## config.mk

```make
export PLATFORM = sky130hd
export DESIGN_NAME = tagged_exec_unit
export DESIGN_NICKNAME = d
export VERILOG_FILES = /design/src/rtl/exu_pkg.sv /design/src/rtl/exu_tag_check.sv /design/src/rtl/exu_data_alu.sv /design/src/rtl/tagged_exec_unit.sv
export SDC_FILE = /design/constraint.sdc
export NUM_CORES = 1
export LEC_CHECK = 0
export ABC_CLOCK_PERIOD_IN_PS = 5700
export BUFFER_PORTS_ARGS = -buffer_cell sky130_fd_sc_hd__buf_2
export CAP_MARGIN = 15
export CELL_PAD_IN_SITES_DETAIL_PLACEMENT = 0
export CELL_PAD_IN_SITES_GLOBAL_PLACEMENT = 2
export CORE_MARGIN = 5
export CORE_UTILIZATION = 34
export DETAILED_ROUTE_END_ITERATION = 6
export PLACE_DENSITY_LB_ADDON = 0.1
export SLEW_MARGIN = 40
export SYNTH_ARGS = -nofsm -noshare
export SYNTH_HDL_FRONTEND = slang
export SYNTH_SLANG_ARGS = --single-unit
```

## constraint.sdc

```tcl
create_clock -name clk -period 5.7 [get_ports clk]
set_input_delay 0.285 -clock clk [delete_from_list [all_inputs] [get_ports clk]]
set_output_delay 0.285 -clock clk [all_outputs]
set_load 0.1 [all_outputs]
```

## src/rtl/exu_pkg.sv

```systemverilog
package exu_pkg;

    typedef enum logic [2:0] {
        OP_ADD = 3'd0,
        OP_SUB = 3'd1,
        OP_AND = 3'd2,
        OP_OR  = 3'd3,
        OP_XOR = 3'd4,
        OP_SHL = 3'd5,
        OP_SHR = 3'd6,
        OP_SRA = 3'd7
    } exu_op_e;

    typedef enum logic [1:0] {
        CAUSE_NONE = 2'd0,
        CAUSE_TYPE = 2'd1,
        CAUSE_OVF  = 2'd2
    } trap_cause_e;

    function automatic logic op_is_arith(input exu_op_e op);
        return (op == OP_ADD) || (op == OP_SUB);
    endfunction

endpackage

```

## src/rtl/exu_tag_check.sv

```systemverilog
module exu_tag_check
    import exu_pkg::*;
#(
    parameter int TYPE_W   = 6,
    parameter int INT_CODE = 1
) (
    input  exu_op_e           op_i,
    input  logic [TYPE_W-1:0] type_a_i,
    input  logic [TYPE_W-1:0] type_b_i,
    output logic              type_ok_o
);

    localparam logic [TYPE_W-1:0] IntCode = TYPE_W'(INT_CODE);

    logic a_int, b_int;

    always_comb begin
        a_int = (type_a_i == IntCode);
        b_int = (type_b_i == IntCode);
        // arithmetic needs both operands integer; logic and shift only operand A
        if (op_is_arith(op_i)) type_ok_o = a_int && b_int;
        else                   type_ok_o = a_int;
    end

endmodule

```

## src/rtl/exu_data_alu.sv

```systemverilog
module exu_data_alu
    import exu_pkg::*;
#(
    parameter int DATA_W = 32
) (
    input  exu_op_e           op_i,
    input  logic [DATA_W-1:0] a_i,
    input  logic [DATA_W-1:0] b_i,
    output logic [DATA_W-1:0] res_o,
    output logic              ovf_o
);

    localparam int SH_W = $clog2(DATA_W);
    localparam int MSB  = DATA_W - 1;

    logic [SH_W-1:0]   sh_amt;
    logic [DATA_W-1:0] sum, diff;

    always_comb begin
        sh_amt = b_i[SH_W-1:0];
        sum    = a_i + b_i;
        diff   = a_i - b_i;
        ovf_o  = 1'b0;
        unique case (op_i)
            OP_ADD: begin
                res_o = sum;
                ovf_o = (a_i[MSB] == b_i[MSB]) && (sum[MSB] != a_i[MSB]);
            end
            OP_SUB: begin
                res_o = diff;
                ovf_o = (a_i[MSB] != b_i[MSB]) && (diff[MSB] != a_i[MSB]);
            end
            OP_AND:  res_o = a_i & b_i;
            OP_OR:   res_o = a_i | b_i;
            OP_XOR:  res_o = a_i ^ b_i;
            OP_SHL:  res_o = a_i << sh_amt;
            OP_SHR:  res_o = a_i >> sh_amt;
            OP_SRA:  res_o = DATA_W'($signed(a_i) >>> sh_amt);
            default: res_o = '0;
        endcase
    end

endmodule

```

## src/rtl/tagged_exec_unit.sv

```systemverilog
module tagged_exec_unit
    import exu_pkg::*;
#(
    parameter int WORD_W   = 40,
    parameter int DATA_W   = 32,
    parameter int TYPE_W   = 6,
    parameter int INT_CODE = 1
) (
    input  logic              clk,
    input  logic              rst_n,
    input  logic              start_i,
    input  logic [2:0]        op_i,
    input  logic [WORD_W-1:0] opa_i,
    input  logic [WORD_W-1:0] opb_i,
    output logic [WORD_W-1:0] result_o,
    output logic              valid_o,
    output logic              trap_o,
    output logic [1:0]        cause_o
);

    localparam int TAG_W = WORD_W - DATA_W;
    localparam int RC_W  = TAG_W - TYPE_W;
    localparam logic [TAG_W-1:0] IntTag = {TYPE_W'(INT_CODE), {RC_W{1'b0}}};

    typedef struct packed {
        logic [WORD_W-1:0] result;
        logic              valid;
        logic              trap;
        trap_cause_e       cause;
    } exu_state_t;

    exu_state_t        st_d, st_q;
    exu_op_e           op;
    logic              type_ok, ovf;
    logic [DATA_W-1:0] alu_res;

    assign op = exu_op_e'(op_i);

    exu_tag_check #(.TYPE_W(TYPE_W), .INT_CODE(INT_CODE)) i_tag_check (
        .op_i      (op),
        .type_a_i  (opa_i[WORD_W-1 -: TYPE_W]),
        .type_b_i  (opb_i[WORD_W-1 -: TYPE_W]),
        .type_ok_o (type_ok)
    );

    exu_data_alu #(.DATA_W(DATA_W)) i_data_alu (
        .op_i  (op),
        .a_i   (opa_i[DATA_W-1:0]),
        .b_i   (opb_i[DATA_W-1:0]),
        .res_o (alu_res),
        .ovf_o (ovf)
    );

    always_comb begin
        st_d       = st_q;
        st_d.valid = 1'b0;
        st_d.trap  = 1'b0;
        st_d.cause = CAUSE_NONE;
        if (start_i) begin
            if (!type_ok) begin
                st_d.trap  = 1'b1;
                st_d.cause = CAUSE_TYPE;
            end else if (ovf && op_is_arith(op)) begin
                st_d.trap  = 1'b1;
                st_d.cause = CAUSE_OVF;
            end else begin
                st_d.valid  = 1'b1;
                st_d.result = {IntTag, alu_res};
            end
        end
    end

    always_ff @(posedge clk) begin
        if (!rst_n) st_q <= '0;
        else        st_q <= st_d;
    end

    assign result_o = st_q.result;
    assign valid_o  = st_q.valid;
    assign trap_o   = st_q.trap;
    assign cause_o  = st_q.cause;

    a_r9_exclusive: assert property (@(posedge clk) disable iff (!rst_n)
        !(valid_o && trap_o));

    a_r9_no_start_quiet: assert property (@(posedge clk) disable iff (!rst_n)
        !start_i |=> !valid_o && !trap_o);

    a_r8_trap_holds: assert property (@(posedge clk) disable iff (!rst_n)
        start_i && !type_ok |=> trap_o && $stable(result_o));

    a_r7_result_tag: assert property (@(posedge clk) disable iff (!rst_n)
        valid_o |-> result_o[WORD_W-1 -: TAG_W] == IntTag);

    a_r3_add_sign: assert property (@(posedge clk) disable iff (!rst_n)
        start_i && op == OP_ADD && opa_i[DATA_W-1] == opb_i[DATA_W-1]
        |=> !valid_o || result_o[DATA_W-1] == $past(opa_i[DATA_W-1]));

    a_r4_ovf_only_arith: assert property (@(posedge clk) disable iff (!rst_n)
        start_i && !op_is_arith(op) |=> cause_o != CAUSE_OVF);

endmodule

```

==> qor.yml <==
status: "finished clean"
clockPowerShare_pct: 21.3
synth_area_leaders: "ha_1 12%, mux4_2 11%, a21oi_1 7.6%"
rows: 62
synth_cells: 1440
cp_max_fo: 50
die_width_um: 181.6
synth-main-ff-cell: "dfxtp_1"
startpoint_type: "primary input"
slew_headroom_pct: 39.94
layout_common_cells: "184 x nor2_1, 152 x a21oi_1, 117 x buf_2"
fin_ws_ps: 1332
ctsResizeCount: 0
drc: 0
rsz0062_at_grt: "false"
start_util_pct: 34.68
final-hold-violation-count: 0
grt.overflow.total: 0
cp_data_arrival_time_ps: 4560
ys_seq_area_share_pct: 7.401
fill_cells: 3179
track_usage_pct: 28.86
cts_tree: "built"
place_congestion: 0.9746
period_share_pct: 76.62
synthSimpleGateAreaFrac_pct: 19.53
wirelength_mm: 49.97
min_path_type: "primary input to flip-flop"
drive_gt1_share_pct: 15.75
ys_types: 81
synth-xor-area-share_pct: 0.8626
crit_type: "primary input to flip-flop"
diodes: 0
critPathCaptureType: "flip-flop"
grt_max_degree: 55
avgSynthCellArea_um2: 6.950
antenna_found_initial: 0
synth_top_family_by_area: "compound AO/OA/AOI/OAI gates"
p_per_area_nw_per_um2: 153.3
clk_pin_slew_worst_paths_ps: 60
yosysWarnings: 0
pin_count: 130
ctsHoldBuffers: 0
post_cts_buffers: 0
cts_buffer_depth: 2
synthArstFlopShare_pct: 0
met2_usage_pct: 47.62
drtPass1Iterations: 6
max_freq_mhz: 229.0
power_frac_comb_pct: 63.3
setup-tns-final_ps: 0
numCtsBuffers: 5
tightest_slew_ps: 901.0
critPathMostFrequentCell: "buf_4"
vias_per_cell: 6.297
dieArea_um2: 32970
synth_mux_area_share_pct: 15.90
power.share.sequential_pct: 15.4
met3_usage_pct: 4.422
cp.required_ps: 5890
yosysTopAreaCellShare_pct: 12.00
slew_viol_final: 0
synth_fa_ha_area_share_pct: 12.40
root_buffer: "clkbuf_16"
max_cap_viol_count: 0
critPathSlowestCell: "ha_1"
finalClockSkew_ps: 0
preCtsSetupSlack_ps: 1064
place_hpwl_mm: 39.11
setup_violations: 0
place.port_buffers: 118
ys_seq_elements: 37
swShare_pct: 48.88
synth_edf_count: 0
min_period_ps: 4368
antenna_left: 0
grt_pass1_vias: 11235
gr-usage-met1_pct: 38.98
die_y_um: 181.6
intPower_uw: 865.6
vdd_drop_max_mv: 0.1278
globalRoute.busiestLayer: "met2"
cts_max_level: 2
syn_area_um2: 10010
clock_latency_ps: 280
grt_pass1_wl_mm: 74.02
wl_per_cell_um: 26.72
final_nets: 1669
critPathMaxStageDelay_ps: 530
drt-initial-drc-count: 1347
area_growth_pct: 10.40
synth_compound_area_share_pct: 35.02
coreArea_um2: 28860
final_common_cell: "nor2_1"
dr_total_vias: 11776
path_cells: "buf_4 -> clkinv_1 -> ha_1 -> or2_2 -> a221oi_1 -> o21a_2 -> a211oi_4 -> o31a_2 -> o21ba_4 -> xnor2_2 -> a221oi_4 -> buf_4 -> nand2_1 -> o32ai_1"
cts_sinks: 37
leakage_uw: 0.004693
switching_power_uw: 827.8
yosysTopAreaCell: "ha_1"
## flip-flops by register name (all words and copies together), names as in the netlist
signal	flops
valid_o	1
result_o	33
trap_o	1
cause_o	2
## cell type report
type,count,area [um^2],area share (%)
Clock buffer,5,125.1,1.132
Clock inverter,3,68.82,0.6228
Inverter,105,394.1,3.567
Multi-Input combinational cell,1189,8429,76.29
Sequential cell,37,740.7,6.704
Tap cell,384,480.5,4.348
Timing Repair Buffer,147,810.8,7.338
## metrics by stage
step           cell area (um^2)  utilization [%]  hold slack (ps)  cells  power (uW)
3_3_place_gp              10840            37.57            442.5   1862        1313
4_1_cts                   11040            38.27            295.0   1870        1678
3_5_place_dp              10850            37.60            446.4   1862        1311
6_report                  11050            38.29            302.6   1870        1693
2_1_floorplan             10030                -            414.4   1446       955.2
5_1_grt                   11050            38.29            306.3   1870        1785
## critical path: cells and delay by family
kind,cells,cell delay [ps]
XOR/XNOR,1,160
buffers and inverters,3,960
AND/OR/NAND/NOR,2,500
AO/OA/AOI/OAI,7,2110
adder cells (fa/ha/maj),1,530
## worst paths after layout
path | startpoint | endpoint | slack, ps | depth (start not counted)
hold reg to reg | result_o[9] | result_o[9] | 450 | 2
setup / recovery | opb_i[1] | result_o[7] | 1330 | 14
hold / removal | start_i | cause_o[0] | 300 | 3
setup reg to reg | result_o[5] | result_o[5] | 5000 | 2
## metal layers
metal,wire (um),share of wire [%]
met3,3553,7.1
met1,21420,43
met5,0,0
met4,1829,3.7
met2,23160,46
## synthesized netlist by cell type, types with 11 or more instances
cell	number
o21ai_0	116
clkbuf_1	68
a211oi_1	28
a22oi_1	11
nand2_1	116
nand3_1	22
nor3_1	43
buf_1	17
a21o_1	13
o211ai_1	27
inv_1	99
o221ai_1	20
mux4_2	47
o22ai_1	17
nand2b_1	14
buf_2	21
a21oi_1	152
ha_1	96
a31oi_1	23
dfxtp_1	37
a221oi_1	11
mux2i_1	42
nor2_1	184
## power groups by stage
stage / registers (uW) / logic (uW) / clock network, uW
2_1_floorplan: 281 / 674 / 0
3_5_place_dp: 267 / 1040 / 0
4_1_cts: 261 / 1050 / 367
6_report: 261 / 1070 / 361
5_1_grt: 261 / 1140 / 381
3_3_place_gp: 267 / 1050 / 0
## logic make-up (layout without fill, tap and decap cells)
kind of cell / after synthesis / in the layout
AO/OA/AOI/OAI: 534 / 534
AND/OR/NAND/NOR: 442 / 442
buffers and inverters: 220 / 260
multiplexers: 99 / 99
adder cells (fa/ha/maj): 98 / 98
flip-flops: 37 / 37
XOR/XNOR: 9 / 9
other: 1 / 7
No activity file was read; power rests on OpenSTA's default activity.
